===== src/rtl/odp_pkg.sv =====
package odp_pkg;
  typedef enum logic {
    MODE_FLOW = 1'b0,
    MODE_PIPE = 1'b1
  } odp_mode_e;

  typedef struct packed {
    logic vld;
  } odp_stage_t;
endpackage


===== src/rtl/odp_mode_sync.sv =====
module odp_mode_sync
  import odp_pkg::*;
(
  input  logic      clk,
  input  logic      rst,
  input  logic      mode_i,
  output odp_mode_e mode_q,
  output logic      chg_o
);
  always_ff @(posedge clk) begin
    mode_q <= odp_mode_e'(mode_i);
  end

  // A reset edge takes the mode without calling it a change.
  assign chg_o = !rst && (odp_mode_e'(mode_i) != mode_q);
endmodule


===== src/rtl/odp_cmd_stage.sv =====
module odp_cmd_stage (
  input  logic clk,
  input  logic rst,
  input  logic flush_i,
  input  logic rd_i,
  input  logic desel_i,
  input  logic sleep_i,
  output logic vld_o
);
  always_ff @(posedge clk) begin
    if (rst || flush_i)  vld_o <= 1'b0;
    else if (desel_i)    vld_o <= 1'b0;
    else if (rd_i)       vld_o <= 1'b1;
  end

  a_r5_desel_clears: assert property (@(posedge clk) disable iff (rst)
    desel_i |=> !vld_o);
  a_r6_idle_holds: assert property (@(posedge clk) disable iff (rst)
    (!rd_i && !desel_i && !flush_i) |=> $stable(vld_o));
  a_r8_sleep_empties_cmd: assert property (@(posedge clk) disable iff (rst)
    sleep_i |=> !vld_o);
endmodule


===== src/rtl/odp_out_stage.sv =====
module odp_out_stage #(
  parameter int DATA_W = 36
) (
  input  logic              clk,
  input  logic              rst,
  input  logic              flush_i,
  input  logic              sleep_i,
  input  logic              in_vld_i,
  input  logic [DATA_W-1:0] in_data_i,
  output logic              out_vld_o,
  output logic [DATA_W-1:0] out_data_o
);
  always_ff @(posedge clk) begin
    if (rst || flush_i) out_vld_o <= 1'b0;
    else                out_vld_o <= in_vld_i;
  end

  // The data register loads only behind a valid beat, so it is idle otherwise.
  always_ff @(posedge clk) begin
    if (rst)                      out_data_o <= '0;
    else if (in_vld_i && !flush_i) out_data_o <= in_data_i;
  end

  a_r8_sleep_empties_out: assert property (@(posedge clk) disable iff (rst)
    sleep_i |=> !out_vld_o);
  a_r3_beat_carried: assert property (@(posedge clk) disable iff (rst)
    (in_vld_i && !flush_i) |=> (out_vld_o && out_data_o == $past(in_data_i)));
endmodule


===== src/rtl/odp_drive_gate.sv =====
module odp_drive_gate
  import odp_pkg::*;
#(
  parameter int DATA_W = 36
) (
  input  odp_mode_e         mode_i,
  input  logic              ft_vld_i,
  input  logic [DATA_W-1:0] ft_data_i,
  input  logic              pp_vld_i,
  input  logic [DATA_W-1:0] pp_data_i,
  input  logic              oe_n_i,
  input  logic              sleep_i,
  output logic [DATA_W-1:0] dq_o,
  output logic              drive_o
);
  logic              sel_vld;
  logic [DATA_W-1:0] sel_data;

  always_comb begin
    if (mode_i == MODE_PIPE) begin
      sel_vld  = pp_vld_i;
      sel_data = pp_data_i;
    end else begin
      sel_vld  = ft_vld_i;
      sel_data = ft_data_i;
    end
    drive_o = sel_vld && !oe_n_i && !sleep_i;
    dq_o    = drive_o ? sel_data : '0;
  end
endmodule


===== src/rtl/odp_read_out.sv =====
module odp_read_out
  import odp_pkg::*;
#(
  parameter int DATA_W = 36
) (
  input  logic              clk,
  input  logic              rst,
  input  logic              mode_pipe_i,
  input  logic              rd_i,
  input  logic              desel_i,
  input  logic [DATA_W-1:0] arr_data_i,
  input  logic              oe_n_i,
  input  logic              sleep_i,
  output logic [DATA_W-1:0] dq_o,
  output logic              drive_o
);
  odp_mode_e         mode_q;
  logic              mode_chg;
  logic              flush;
  logic              s1_vld;
  logic              s2_vld;
  logic [DATA_W-1:0] s2_data;

  assign flush = sleep_i || mode_chg;

  odp_mode_sync u_mode (
    .clk    (clk),
    .rst    (rst),
    .mode_i (mode_pipe_i),
    .mode_q (mode_q),
    .chg_o  (mode_chg)
  );

  odp_cmd_stage u_cmd (
    .clk     (clk),
    .rst     (rst),
    .flush_i (flush),
    .rd_i    (rd_i),
    .desel_i (desel_i),
    .sleep_i (sleep_i),
    .vld_o   (s1_vld)
  );

  odp_out_stage #(.DATA_W(DATA_W)) u_out (
    .clk        (clk),
    .rst        (rst),
    .flush_i    (flush),
    .sleep_i    (sleep_i),
    .in_vld_i   (s1_vld),
    .in_data_i  (arr_data_i),
    .out_vld_o  (s2_vld),
    .out_data_o (s2_data)
  );

  odp_drive_gate #(.DATA_W(DATA_W)) u_gate (
    .mode_i    (mode_q),
    .ft_vld_i  (s1_vld),
    .ft_data_i (arr_data_i),
    .pp_vld_i  (s2_vld),
    .pp_data_i (s2_data),
    .oe_n_i    (oe_n_i),
    .sleep_i   (sleep_i),
    .dq_o      (dq_o),
    .drive_o   (drive_o)
  );

  a_r10_zero_when_off: assert property (@(posedge clk) disable iff (rst)
    !drive_o |-> (dq_o == '0));
  a_r7_oe_blocks: assert property (@(posedge clk) disable iff (rst)
    oe_n_i |-> !drive_o);
  a_r9_mode_flip_flush: assert property (@(posedge clk) disable iff (rst)
    (mode_pipe_i != mode_q) |=> (!s1_vld && !s2_vld && !drive_o));
  a_r8_sleep_off: assert property (@(posedge clk) disable iff (rst)
    sleep_i |-> !drive_o);
endmodule


===== config.mk =====
export PLATFORM = sky130hd
export DESIGN_NAME = odp_read_out
export DESIGN_NICKNAME = d
export VERILOG_FILES = /design/src/rtl/odp_pkg.sv /design/src/rtl/odp_mode_sync.sv /design/src/rtl/odp_cmd_stage.sv /design/src/rtl/odp_out_stage.sv /design/src/rtl/odp_drive_gate.sv /design/src/rtl/odp_read_out.sv
export SDC_FILE = /design/constraint.sdc
export NUM_CORES = 1
export LEC_CHECK = 0
export ABC_CLOCK_PERIOD_IN_PS = 3300
export BUFFER_PORTS_ARGS = -buffer_cell sky130_fd_sc_hd__buf_2
export CAP_MARGIN = 20
export CELL_PAD_IN_SITES_DETAIL_PLACEMENT = 0
export CELL_PAD_IN_SITES_GLOBAL_PLACEMENT = 2
export CORE_MARGIN = 2
export CORE_UTILIZATION = 33
export DETAILED_ROUTE_END_ITERATION = 7
export GPL_TIMING_DRIVEN = 0
export PLACE_DENSITY_LB_ADDON = 0.1
export SETUP_SLACK_MARGIN = 0.02
export SYNTH_ARGS = -nofsm -noshare
export SYNTH_HDL_FRONTEND = slang
export SYNTH_SLANG_ARGS = --single-unit

===== constraint.sdc =====
create_clock -name clk -period 3.3 [get_ports clk]
set_input_delay 0.495 -clock clk [delete_from_list [all_inputs] [get_ports clk]]
set_output_delay 0.495 -clock clk [all_outputs]
set_load 0.005 [all_outputs]

---- After elaboration in Yosys (flattened, before gate mapping) ----
Cells that the tools add are included.
cells by class
  equality and inequality tests ........... 1
  muxes and demuxes ....................... 3
  reduce and logical (&&, ||, !) cells .... 11
operators with widths
  kind                number
  36-bit two-way mux  2
  1-bit logical AND   4
  1-bit logical NOT   4
  1-bit logical OR    2
  2-bit OR reduction  1
  1-bit two-way mux   1
  1-bit != test       1
word-level totals
  flip-flop bits (word level) ............. 39
  bits of input ports ..................... 43
  output and inout bits ................... 37
  word-level logic and storage cells ...... 19

---- Depth between registers and ports, before layout ----
  depth in word-level cells ............... 5
  mapped depth ............................ 6
  mapped depth without buffers ............ 3

---- Hierarchy ----
Synthesis repeated with hierarchy kept, for this count alone.
unflattened totals
  cells, all modules ...................... 258
  area, all modules ....................... 2576.2 sq um
by module, submodules not included
  module          times used  cells each  area each (sq um)  sequential area each (sq um)
  odp_out_stage   1           165         1700.4             740.7
  odp_drive_gate  1           86          800.8              0.0
  odp_cmd_stage   1           3           36.3               20.0
  odp_mode_sync   1           3           32.5               20.0
  odp_read_out    1           1           6.3                0.0

---- Worst setup path after synthesis ----
Ideal clock, no wire load.
  kind .................................... input to output
  start ................................... in sleep_i
  end ..................................... out dq_o[10]
  arrival time ............................ 1.278 ns
  required time ........................... 2.805 ns
  setup slack ............................. 1.527 ns
  stages on the path ...................... 4
  path buffers ............................ 2
  cells stage by stage .................... or3_1 buf_6 buf_12 nor2_4
on the way
  longest elaborated chain between the ends .. 3
RTL lines
  element             RTL line              text
  from (decl)         odp_read_out.sv:13    input logic sleep_i,
  1-bit logical NOT   odp_drive_gate.sv:27  drive_o = sel_vld && !oe_n_i && !sleep_i;
  1-bit logical AND   odp_drive_gate.sv:27
  36-bit two-way mux  odp_drive_gate.sv:28  dq_o = drive_o ? sel_data : '0;
  to (decl)           odp_read_out.sv:14    output logic [DATA_W-1:0] dq_o,
No other way between the ends.

---- Worst setup path after layout ----
  start ................................... reg u_mode.mode_q
  end ..................................... out dq_o[13]
on the way
  longest elaborated chain between the ends .. 4
  elaborated cells between the ends (all ways) .. 5
  classes of those cells .................. mux: 3; reduce/logical: 2
RTL lines
  element                          RTL line              text
  from (decl)                      odp_mode_sync.sv:7    output odp_mode_e mode_q,
  from (signal assigned)           odp_mode_sync.sv:11   mode_q <= odp_mode_e'(mode_i);
  1-bit two-way mux                odp_drive_gate.sv:20  if (mode_i == MODE_PIPE) begin
  1-bit logical AND (2 in series)  odp_drive_gate.sv:27
  36-bit two-way mux (*)           odp_drive_gate.sv:28
Every way passes the cells marked *; elsewhere a longest branch is shown, timed or not.

==> impl_metrics.tcl <==
set metrics [dict create \
    setup_slack_ps 998 \
    clock_skew_ps 6.95 \
    cp_max_fo 10 \
    fillerInstances 733 \
    path_class "flop to output pin" \
    layout-drive-gt1-share_pct 37.8 \
    maxSlewViolCount 0 \
    grt_max_degree 12 \
    fin_crit_sh_pct 69.8 \
    placedCellCount 424 \
    nets 375 \
    cp_num_cells 7 \
    final_area_sq_um 3110 \
    ff2ff_path_depth 5 \
    antenna_found_initial 0 \
    ys.warnings.count 0 \
    grt_remaining_overflow 0 \
    cap_violations 0 \
    leakage_uw 0.00127 \
    ys_ff_latch 39 \
    setup_viol 0 \
    ios 80 \
    grt_use_total_pct 14.0 \
    cts.sinks 39 \
    worst_ep_arrival_time_ps 1810 \
    cts_resized 0 \
    wire_per_inst_um 13.0 \
    areaGrowthSynthToFinish_pct 23.6 \
    dp_slack_ps 1240 \
    cp_top_family "buffers and inverters" \
    syn-cell-area_sq_um 2520 \
    place_congestion 0.699 \
    initial_core_util_pct 34.4 \
    fp.coreArea_sq_um 7330 \
    n_antenna_cell 0 \
    drt_wl_total_mm 5.63 \
    drtIter0Drc 31 \
    status "completed" \
    hold_path.class "primary input to flop" \
    hold_slack_ps 326 \
    p_per_area_nw_per_um2 295 \
    hold_depth 1 \
    cpMaxStageDelayCell "dfxtp_1" \
    route.detailed.drc 0 \
    rows 31 \
    syn_inst 247 \
    slew_headroom_pct 68.6 \
    grt_pass1_wl_mm 9.32 \
    crit_path_end_kind "output pin" \
    clockBufferDepth 2 \
    rsz0062_at_grt "no" \
    synth_fp_nets 290 \
    place_area_sq_um 3030 \
    syn-mean-instance-area_sq_um 10.2 \
    tns_ps 0 \
    crit_top_cell "buf_6" \
    synth_top_area_share_pct 31.0 \
    finalHoldViolCount 0 \
    finalNonFillerCells 432 \
    yosys.area.top_type "dfxtp_1" \
    die-height_um 91.4 \
    h-tree-depth 2 \
    period_needed_ps 2300 \
    cts.hold.buffers_added 0 \
    cp.required_ps 2800 \
    critPathBufInv 4 \
    ant_nets 0 \
    synth.area.top_cells "dfxtp_1 (31%), mux2i_1 (29%), nand2b_1 (18%)" \
    cp_slowest_stage_delay_ps 360 \
    clock.fmax_mhz 434 \
    synth_cell_types 17 \
    vias 1877 \
    cts_buffers 5 \
    fp.dieArea_sq_um 8350 \
    peakVddDrop_v 0.000130 \
    via_per_inst 4.34 \
    place_hpwl_mm 4.07 \
    io_buffers 78 \
    dr.pass1.iters 4 \
    clk_pin_slew_ps 80 \
    grt_pass1_vias 1857 \
    cp-start-kind "flop" \
    clockRootBuffer "clkbuf_8" \
    worst_pin_slew_ps 470 \
    clk_latency_ps 290 \
    post_cts_buffers 0 \
    cts_tree "built" \
    dieWidth_um 91.4 \
    worstPathCellList "buf_6, mux2i_1, or3_1, buf_6, buf_12, nor2_4, buf_2" \
    seq_area_frac_synth_pct 31.0 \
]
## metrics by stage
| stage | total power, uW | utilization (%) |
|---|---|---|
| after global routing | 963 | 42.5 |
| final | 920 | 42.5 |
| after CTS | 938 | 42.5 |
| after global placement | 617 | 41.4 |
| after floorplan | 569 | - |
| after detailed placement | 618 | 41.4 |
## final timing paths
| check | startpoint | endpoint | slack (ps) |
|---|---|---|---|
| setup / recovery | u_mode.mode_q$_DFF_P_ | dq_o[13] | 1000 |
| hold / removal | mode_pipe_i | u_mode.mode_q$_DFF_P_ | 330 |
| setup reg to reg | u_mode.mode_q$_DFF_P_ | u_out.out_data_o[32]$_SDFFE_PP0P_ | 1750 |
| hold reg to reg | u_out.out_data_o[21]$_SDFFE_PP0P_ | u_out.out_data_o[21]$_SDFFE_PP0P_ | 470 |
## layer usage
layer	GRT usage [%]	vias to the layer above	part of all wire, %
met4	5.30	0	1.2
met5	0	-	0
met2	21.6	47	45
met1	19.2	841	50
met3	2.66	7	4.5
li1	-	982	-
## placed cells by master, fill, tap and decap left out, types with 2 or more instances in the layout
master | Yosys | final
dfxtp_1 | 39 | 39
buf_4 | 3 | 3
buf_6 | 2 | 2
nor2_4 | 29 | 29
nand2b_1 | 72 | 72
clkbuf_1 | 8 | 10
buf_12 | 3 | 3
nor2_1 | 7 | 7
clkbuf_8 | 0 | 5
mux2i_1 | 73 | 73
buf_2 | 4 | 82
## power by group
| group | switching, uW | internal, uW |
|---|---|---|
| registers | 1.87 | 473 |
| clock network | 167 | 149 |
| logic | 66.6 | 62.2 |
| total | 236 | 684 |
## cell usage after synthesis
master / n
nor4_1: 1
nor2_1: 7
nor4b_1: 1
buf_4: 3
dfxtp_1: 39
nor3b_1: 1
buf_6: 2
or3_1: 1
o21bai_1: 1
xor2_1: 1
inv_2: 1
nand2b_1: 72
buf_2: 4
buf_12: 3
nor2_4: 29
clkbuf_1: 8
mux2i_1: 73
## cell type report
class                      count  area (sq um)  area share (%)
tap                           99           124            3.98
inverter                       1          3.75           0.121
multi-input combinational    187          1580            50.7
clock inverter                 1          5.00           0.161
timing repair buffer          78           390            12.5
clock buffer                   7          76.3            2.45
sequential                    39           781            25.1
buffer                        20           155            4.98
## kinds of logic (layout without fill, tap and decap cells)
kind of cell | after synthesis | after routing | share of synthesized area [%]
AOI/OAI and AO/OA | 1 | 1 | 0.298
xor gates and xnor gates | 1 | 1 | 0.348
buffers and inverters | 21 | 107 | 6.31
DFF | 39 | 39 | 31.0
muxes | 73 | 73 | 29.0
and+or+nand+nor | 112 | 112 | 33.0
## state kept, by name (all words and copies together), names as in the netlist
signal,flops
u_mode.mode_q,1
u_out.out_data_o,36
u_cmd.vld_o,1
u_out.out_vld_o,1
## worst register-to-register path: stages, from the launching register on
cell	delay (ps)
dfxtp_1	330
xor2_1	180
nor3b_1	180
buf_2	290
buf_4	280
mux2i_1	210
Power figures use the tool's default switching activity.
